## config.mk

```make
export PLATFORM = sky130hd
export DESIGN_NAME = sinepwm_top
export DESIGN_NICKNAME = d
export VERILOG_FILES = /design/src/rtl/sinepwm_pkg.sv /design/src/rtl/sinepwm_ctrl.sv /design/src/rtl/sinepwm_datapath.sv /design/src/rtl/sinepwm_chan.sv /design/src/rtl/sinepwm_top.sv
export SDC_FILE = /design/constraint.sdc
export NUM_CORES = 2
export LEC_CHECK = 0
export ABC_AREA = 1
export ABC_CLOCK_PERIOD_IN_PS = 4400
export CELL_PAD_IN_SITES_DETAIL_PLACEMENT = 0
export CELL_PAD_IN_SITES_GLOBAL_PLACEMENT = 1
export CORE_MARGIN = 3
export CORE_UTILIZATION = 58
export CTS_BUF_LIST = sky130_fd_sc_hd__clkbuf_8
export CTS_CLUSTER_SIZE = 16
export DETAILED_ROUTE_END_ITERATION = 12
export GPL_ROUTABILITY_DRIVEN = 0
export PLACE_DENSITY = 0.95
export SYNTH_ARGS = -nofsm -noshare
export SYNTH_HDL_FRONTEND = slang
export SYNTH_HIERARCHICAL = 1
export SYNTH_SLANG_ARGS = --single-unit
```

## constraint.sdc

```tcl
create_clock -name clk -period 4.4 [get_ports clk]
set_input_delay 0.66 -clock clk [delete_from_list [all_inputs] [get_ports clk]]
set_output_delay 0.66 -clock clk [all_outputs]
set_load 0.01 [all_outputs]
```

## src/rtl/sinepwm_pkg.sv

```systemverilog
package sinepwm_pkg;

  typedef enum logic [1:0] {
    SEL_PERIOD = 2'd0,
    SEL_FIXED  = 2'd1,
    SEL_LAST   = 2'd2,
    SEL_SAMPLE = 2'd3
  } wrSel_e;

  // strobes from control to datapath
  typedef struct packed {
    logic wrap;     // counter is at the period value this cycle
    logic passEnd;  // this wrap closes the period that used the last entry
  } pwmStrobe_t;

endpackage

```

## src/rtl/sinepwm_ctrl.sv

```systemverilog
module sinepwm_ctrl
  import sinepwm_pkg::*;
#(
  parameter int CNT_W = 8,
  parameter int IDX_W = 8
) (
  input  logic             clk,
  input  logic             rstN,
  input  logic [CNT_W-1:0] periodAct,
  input  logic [IDX_W-1:0] lastIdx,
  output logic [CNT_W-1:0] cnt,
  output logic [CNT_W-1:0] nextCnt,
  output logic [IDX_W-1:0] rdIdx,
  output pwmStrobe_t       strobe
);

  logic wrapNow;
  logic atLast;
  logic lastInUse;

  assign wrapNow = (cnt == periodAct);
  assign nextCnt = wrapNow ? '0 : cnt + 1'b1;
  // a shrunk table may leave the index beyond the new end
  assign atLast  = (rdIdx >= lastIdx);

  always_ff @(posedge clk or negedge rstN) begin
    if (!rstN) begin
      cnt <= '0;
    end else begin
      cnt <= nextCnt;
    end
  end

  always_ff @(posedge clk or negedge rstN) begin
    if (!rstN) begin
      rdIdx     <= '0;
      lastInUse <= 1'b0;
    end else if (wrapNow) begin
      rdIdx     <= atLast ? '0 : rdIdx + 1'b1;
      lastInUse <= atLast;
    end
  end

  assign strobe.wrap    = wrapNow;
  assign strobe.passEnd = wrapNow & lastInUse;

endmodule

```

## src/rtl/sinepwm_datapath.sv

```systemverilog
module sinepwm_datapath
  import sinepwm_pkg::*;
#(
  parameter int CNT_W = 8,
  parameter int CMP_W = 9,
  parameter int IDX_W = 8,
  parameter int DEPTH = 256
) (
  input  logic                  clk,
  input  logic                  rstN,
  input  logic                  wrEn,
  input  logic [1:0]            wrSel,
  input  logic [IDX_W-1:0]      wrAddr,
  input  logic [CMP_W-1:0]      wrData,
  input  pwmStrobe_t            strobe,
  input  logic [IDX_W-1:0]      rdIdx,
  output logic [CNT_W-1:0]      periodAct,
  output logic [IDX_W-1:0]      lastIdx,
  output logic [CMP_W-1:0]      cmpA,
  output logic [CMP_W-1:0]      cmpB,
  output logic [1:0][CMP_W-1:0] cmpNext,
  output logic                  tableEnd,
  output logic                  passToggle
);

  localparam logic [CNT_W-1:0] PERIOD_RST = {CNT_W{1'b1}};
  localparam logic [IDX_W-1:0] LAST_RST   = IDX_W'(DEPTH - 1);

  wrSel_e           selNow;
  logic [CNT_W-1:0] periodReg;
  logic [CMP_W-1:0] fixedReg;
  logic [CMP_W-1:0] sampleMem [DEPTH];
  logic [CMP_W-1:0] fetched;

  assign selNow  = wrSel_e'(wrSel);
  assign fetched = sampleMem[rdIdx];

  always_ff @(posedge clk) begin
    if (wrEn && selNow == SEL_SAMPLE) begin
      sampleMem[wrAddr] <= wrData;
    end
  end

  // programmed values
  always_ff @(posedge clk or negedge rstN) begin
    if (!rstN) begin
      periodReg <= PERIOD_RST;
      fixedReg  <= '0;
      lastIdx   <= LAST_RST;
    end else if (wrEn) begin
      case (selNow)
        SEL_PERIOD: periodReg <= wrData[CNT_W-1:0];
        SEL_FIXED:  fixedReg  <= wrData;
        SEL_LAST:   lastIdx   <= wrData[IDX_W-1:0];
        default:    ;
      endcase
    end
  end

  // values in effect, refreshed only at the wrap
  always_ff @(posedge clk or negedge rstN) begin
    if (!rstN) begin
      periodAct <= PERIOD_RST;
      cmpA      <= '0;
      cmpB      <= '0;
    end else if (strobe.wrap) begin
      periodAct <= periodReg;
      cmpA      <= fetched;
      cmpB      <= fixedReg;
    end
  end

  assign cmpNext[0] = strobe.wrap ? fetched  : cmpA;
  assign cmpNext[1] = strobe.wrap ? fixedReg : cmpB;

  always_ff @(posedge clk or negedge rstN) begin
    if (!rstN) begin
      tableEnd   <= 1'b0;
      passToggle <= 1'b0;
    end else begin
      tableEnd   <= strobe.passEnd;
      passToggle <= passToggle ^ strobe.passEnd;
    end
  end

endmodule

```

## src/rtl/sinepwm_chan.sv

```systemverilog
module sinepwm_chan #(
  parameter int CNT_W = 8,
  parameter int CMP_W = 9
) (
  input  logic             clk,
  input  logic             rstN,
  input  logic             setNow,
  input  logic [CNT_W-1:0] nextCnt,
  input  logic [CMP_W-1:0] cmpNext,
  output logic             pwm
);

  logic clrNow;

  // clear when the coming count reaches the compare value in effect then
  assign clrNow = ({{(CMP_W-CNT_W){1'b0}}, nextCnt} == cmpNext);

  always_ff @(posedge clk or negedge rstN) begin
    if (!rstN) begin
      pwm <= 1'b0;
    end else if (clrNow) begin
      pwm <= 1'b0;  // clear has priority over set
    end else if (setNow) begin
      pwm <= 1'b1;
    end
  end

endmodule

```

## src/rtl/sinepwm_top.sv

```systemverilog
module sinepwm_top
  import sinepwm_pkg::*;
#(
  parameter  int CNT_W = 8,
  parameter  int DEPTH = 256,
  localparam int IDX_W = (DEPTH > 1) ? $clog2(DEPTH) : 1,
  localparam int CMP_W = CNT_W + 1
) (
  input  logic             clk,
  input  logic             rstN,
  input  logic             wrEn,
  input  logic [1:0]       wrSel,
  input  logic [IDX_W-1:0] wrAddr,
  input  logic [CMP_W-1:0] wrData,
  output logic             pwmMain,
  output logic             pwmFixed,
  output logic             tableEnd,
  output logic             passToggle
);

  localparam int NUM_CH = 2;

  pwmStrobe_t                    strobe;
  logic                          wrapNow;
  logic [CNT_W-1:0]              cnt;
  logic [CNT_W-1:0]              nextCnt;
  logic [CNT_W-1:0]              periodAct;
  logic [IDX_W-1:0]              lastIdx;
  logic [IDX_W-1:0]              rdIdx;
  logic [CMP_W-1:0]              cmpA;
  logic [CMP_W-1:0]              cmpB;
  logic [NUM_CH-1:0][CMP_W-1:0]  cmpNext;
  logic [NUM_CH-1:0]             pwmVec;

  sinepwm_ctrl #(.CNT_W(CNT_W), .IDX_W(IDX_W)) uCtrl (
    .clk(clk), .rstN(rstN), .periodAct(periodAct), .lastIdx(lastIdx),
    .cnt(cnt), .nextCnt(nextCnt), .rdIdx(rdIdx), .strobe(strobe)
  );

  sinepwm_datapath #(.CNT_W(CNT_W), .CMP_W(CMP_W), .IDX_W(IDX_W), .DEPTH(DEPTH)) uData (
    .clk(clk), .rstN(rstN), .wrEn(wrEn), .wrSel(wrSel), .wrAddr(wrAddr),
    .wrData(wrData), .strobe(strobe), .rdIdx(rdIdx), .periodAct(periodAct),
    .lastIdx(lastIdx), .cmpA(cmpA), .cmpB(cmpB), .cmpNext(cmpNext),
    .tableEnd(tableEnd), .passToggle(passToggle)
  );

  assign wrapNow = strobe.wrap;

  for (genvar ch = 0; ch < NUM_CH; ch++) begin : gChan
    sinepwm_chan #(.CNT_W(CNT_W), .CMP_W(CMP_W)) uChan (
      .clk(clk), .rstN(rstN), .setNow(wrapNow), .nextCnt(nextCnt),
      .cmpNext(cmpNext[ch]), .pwm(pwmVec[ch])
    );
  end

  assign pwmMain  = pwmVec[0];
  assign pwmFixed = pwmVec[1];

endmodule

```

# Yosys cells after proc, flatten, opt, wreduce, memory -nomap -nowiden
# Memory sizes are Yosys's and may differ from the RTL's.
# Cells that the tools add are included.
dict set report word_totals {
  word_cells 41
  n_memories 1
  inputBits 22
  ramBits 2304
  out_inout_bits 4
  regBits 72
}
dict set report classes {
  n_reduce_logical 7
  n_addsub 2
  bitwise_logic 2
  n_eq_ne 6
  mux 9
  n_lt_le_gt_ge 1
}
# name depth width read_ports rd_clocked_by_memory_dff wr line_no
set mem_list {}
lappend mem_list {uData.sampleMem 256 9 1 0 1 sinepwm_datapath.sv:32} ;# logic [CMP_W-1:0] sampleMem [DEPTH];
# cell n
set op_table {}
lappend op_table {{8-bit by 9-bit == test with 1-bit output} 2}
lappend op_table {{9-bit 2-to-1 mux} 2}
lappend op_table {{8-bit by 1-bit adder with 8-bit output (second input constant)} 2}
lappend op_table {{8-bit 2-to-1 mux} 2}
lappend op_table {{8-bit == test} 1}
lappend op_table {{8-bit >= comparator} 1}
lappend op_table {{2-bit AND reduction} 3}
lappend op_table {{1-bit 2-to-1 mux} 5}
lappend op_table {{2-bit == test (second input constant)} 2}
lappend op_table {{2-bit nonzero test} 2}
lappend op_table {{2-bit by 1-bit == test with 1-bit output (second input constant)} 1}
lappend op_table {{2-bit zero test} 1}
lappend op_table {{1-bit bitwise AND} 1}
lappend op_table {{1-bit logical AND} 1}
lappend op_table {{1-bit XOR} 1}

# Depth between registers and ports, before layout
dict set report depth {
  depth_word 4
  ltp_mapped 22
  depth_no_buf 18
}

# Modules after synthesis
# The synthesis kept the hierarchy.
# mod seq_area_each_um2 cells_per_inst area_each_um2 n_inst
set modules_own_cells {}
lappend modules_own_cells {sinepwm_datapath 70542.7 7957 95153.8 1}
lappend modules_own_cells {sinepwm_ctrl 425.4 192 1266.2 1}
lappend modules_own_cells {sinepwm_chan 25.0 40 182.7 2}

# Worst setup path after synthesis
# OpenSTA, ideal clock, no wires.
dict set report synth_path {
  path_kind {reg2reg}
  startpoint {register uData.periodAct[5]}
  endpoint {register gChan[1].uChan.pwm}
  stages_incl_launch_ff 20
  n_path_buf 4
  t_required_ns 4.283
  setup_ns 0.117
  slack_ns 1.974
  arrival_ns 2.309
  period_less_slack_ns 2.426
  cell_sequence {dfstp_2 inv_1 nand2_1 nand2_1 nor2_2 nand2_2 nor2_4 buf_6 buf_4 buf_2 clkinv_1 clkbuf_1 nand2_1 nand2_1 nor2_1 nor2_1 nor2_1 nand3_1 nor2_1 nor2_1}
}
# element line_no
set synth_lines {}
lappend synth_lines {{start: declaration} sinepwm_datapath.sv:17} ;# output logic [CNT_W-1:0] periodAct,
lappend synth_lines {{start signal: assignment} sinepwm_datapath.sv:67} ;# periodAct <= periodReg;
lappend synth_lines {{end signal: assignment} sinepwm_chan.sv:20} ;# pwm <= 1'b0;
lappend synth_lines {{end signal: assignment} sinepwm_chan.sv:22} ;# pwm <= 1'b0;
lappend synth_lines {{end signal: assignment} sinepwm_chan.sv:24} ;# pwm <= 1'b1;
lappend synth_lines {{end: declaration} sinepwm_chan.sv:10} ;# output logic pwm

==> flow_summary.yaml <==
synth:
  synth_edf_count: 2304
  ys_types: 30
  synthXorXnorAreaFrac_pct: 0.05430
  syn_area_mm2: 0.09679
  synth_top_family_by_area: "simple AND/OR/NAND/NOR gates"
  synth_ff_type: "edfxtp_1"
  syn_inst: 8229
  yosys.area_share.simple_pct: 23.08
  synth_area_leader_cell: "edfxtp_1"
  ys_warn_count: 6
  synth-compound-area-share_pct: 0.1887
  synthAdderAreaFrac_pct: 0.1293
  avgSynthCellArea_um2: 11.76
  async_flop_share_pct: 3.030
  synth_common_cells: "nand2_1 (2,533), nand3_1 (2,306), edfxtp_1 (2,304), buf_2 (351), nor2_1 (312)"
  synthTopCellsByArea: "edfxtp_1 (71%), nand3_1 (12%), nand2_1 (9.8%)"
  muxShareOfSynthArea_pct: 0.01163
  yosysMostFrequentCell: "nand2_1"
  synth_top_area_share_pct: 71.48
  ys_ff_latch: 2376
  seq_area_frac_synth_pct: 73.38
  syn-num-nets: 8261
route:
  drt-total-wl_um: 256600
  dr.pass1.iters: 7
  vias: 66790
  drc: 0
  first_iter_violations: 10220
  vias_per_cell: 6.125
  wl_per_cell_um: 23.54
  ant_nets: 0
cts:
  numClockSinks: 2376
  clock_latency_ns: 1.08
  postCtsHoldBufs: 1
  cts_tree: "done"
  clkTransAtPathRegs_ns: 0.06
  cts_buffer_depth: 4
  h-tree-depth: 5
  cts_setup_buffers: 0
  ctsResizeCount: 0
  ctsRootBufferMaster: "clkbuf_8"
  cts_inserted_buffers: 377
run:
  drv_cap: 0
timing:
  finalMaxSlewViolations: 0
  rsz0062_at_grt: "no"
  min_period_ns: 3.726
  worstMarginPinSlew_ns: 1.169
  setup_tns_ns: 0
  fin_skew_ns: 0.08246
  hold_violations: 0
  fin_crit_sh_pct: 84.69
  max_freq_ghz: 0.2684
  setup_viol: 0
  max-slew-margin-rel_pct: 21.77
floorplan:
  ioPinCount: 26
  core_area_mm2: 0.1654
  rows: 149
  die_y_um: 414.5
  dieWidth_um: 414.5
  start_util_pct: 58.53
  dieArea_mm2: 0.1718
critical_path:
  startpoint: "uCtrl/rdIdx[0]$_DFFE_PN0N_"
  worstPathMaxFanout: 128
  critPathCaptureType: "register"
  r2r_start: "uCtrl/rdIdx[0]$_DFFE_PN0N_"
  worstPathRequired_ns: 5.37
  worstSetupPathType: "reg -> reg"
  startpoint_type: "register"
  critical_path_arrival_ns: 4.70
finish:
  fin_area_mm2: 0.1071
  area_growth_syn_to_layout_pct: 10.67
  fin_util_pct: 64.78
  fillerInstances: 11730
  nets: 8477
  drive_gt1_share_pct: 9.899
placement:
  dpl-instance-area_mm2: 0.1006
  portBuffers: 25
  hpwl_um: 145700
run_status:
  status: "complete, no violations"
pwr:
  p_per_area_mw_per_mm2: 564.5
  ir_drop_v: 0.0005460
  finalPower_w: 0.06047
  p_leak_nw: 38.55
grt:
  grt_antenna_before_repair: 9
  grt_util_all_layers_pct: 29.34
  grt_first_pass_wirelength_um: 383500
  grt_pass1_vias: 62960
  grt_start_max_net_pins: 194
  grt_overflow: 0
worst_hold_path:
  hold_start: "wrData[8]"
  hold_class: "in -> reg"
## per-stage QoR
step | hold WS [ns] | instances | setup slack [ns]
6_report | 0.07448 | 10900 | 0.6737
3_5_place_dp | 0.4568 | 10250 | -0.01928
3_3_place_gp | 0.4537 | 10250 | 0.03565
5_1_grt | 0.05718 | 10900 | 0.4950
2_1_floorplan | 0.3644 | 8229 | 1.974
4_1_cts | 0.05180 | 10900 | 0.7498
## logic make-up (layout without fill, tap and decap cells)
group	after synthesis	count (layout)
compound gates	36	36
xor+xnor	6	6
fa+ha+maj	10	10
buf+inv	630	1109
flops	2376	2376
mux	1	1
other cells	0	6
simple gates	5170	5170
## critical path: stages (launching register included)
cell,delay [ns]
dfrtp_4,0.66
inv_16,0.54
buf_12,0.37
buf_4,0.23
nand2_1,0.06
nand3_1,0.07
nand3_1,0.08
nand3_1,0.13
nand3_1,0.16
nand3_1,0.16
nand3_1,0.25
nand3_1,0.18
nand3_1,0.11
nand2_1,0.13
o21ai_0,0.09
nand3b_1,0.16
nor2_1,0.11
nor2_1,0.05
## layout make-up
type | count | area, um2 | share of cell area, %
timing repair buffer | 382 | 3726 | 3.479
clock buffer | 382 | 5258 | 4.908
antenna | 6 | 15.01 | 0.01402
sequential | 2376 | 71040 | 66.32
multi-input combinational | 5223 | 22750 | 21.24
tap | 2189 | 2739 | 2.557
clock inverter | 260 | 1229 | 1.147
inverter | 85 | 361.6 | 0.3376
## metal layers
metal | vias to the layer above | share of wire (%) | track usage (%)
li1 | 29540 | - | -
met1 | 32170 | 37 | 40.36
met2 | 4373 | 46 | 45.24
met3 | 692 | 12 | 6.353
met4 | 8 | 4.5 | 13.61
met5 | - | 0.021 | 0
## worst paths after layout
| path | end | slack (ns) | cells past startpoint |
|---|---|---|---|
| worst max-delay path | gChan[0].uChan/pwm$_DFFE_PN0P_ | 0.67 | 17 |
| worst min-delay path | uData/sampleMem[243][8]$_DFFE_PP_ | 0.07 | 1 |
| worst max register to register | gChan[0].uChan/pwm$_DFFE_PN0P_ | 0.67 | 17 |
| worst min register to register | uData/periodAct[5]$_DFFE_PN1P_ | 0.46 | 2 |
| max in group asynchronous | uCtrl/rdIdx[2]$_DFFE_PN0N_ | 3.36 | 2 |
| min in group asynchronous | gChan[0].uChan/pwm$_DFFE_PN0P_ | 0.32 | 2 |
## sequential cells by signal (all words and copies together) (netlist names), 9 cells and up
signal / cells
uData/fixedReg: 9
uData/sampleMem: 2304
uData/cmpB: 9
uData/cmpA: 9
## report_power, final
| part | internal (W) | switching, W |
|---|---|---|
| Combinational | 0.00525 | 0.0131 |
| Sequential | 0.0251 | 0.000336 |
| Clock | 0.00837 | 0.00829 |
## placed cells by master (no fill, tap or decap), types with 4 or more instances in the layout
cell type / count
o21ai_0: 31
clkinv_2: 43
bufinv_16: 6
buf_4: 297
nand4_1: 6
clkdlybuf4s50_1: 15
nand2_2: 17
nor3_1: 6
a21oi_1: 4
ha_1: 10
inv_1: 193
dfstp_2: 24
diode_2: 6
dfrtp_1: 43
clkinvlp_4: 5
edfxtp_1: 2304
clkbuf_8: 382
buf_12: 60
nor2_1: 312
buf_8: 9
nand2_1: 2517
nand3_1: 2306
dfrtp_4: 5
clkinv_1: 88
xor2_1: 4
(Power assumes the default switching activity.)
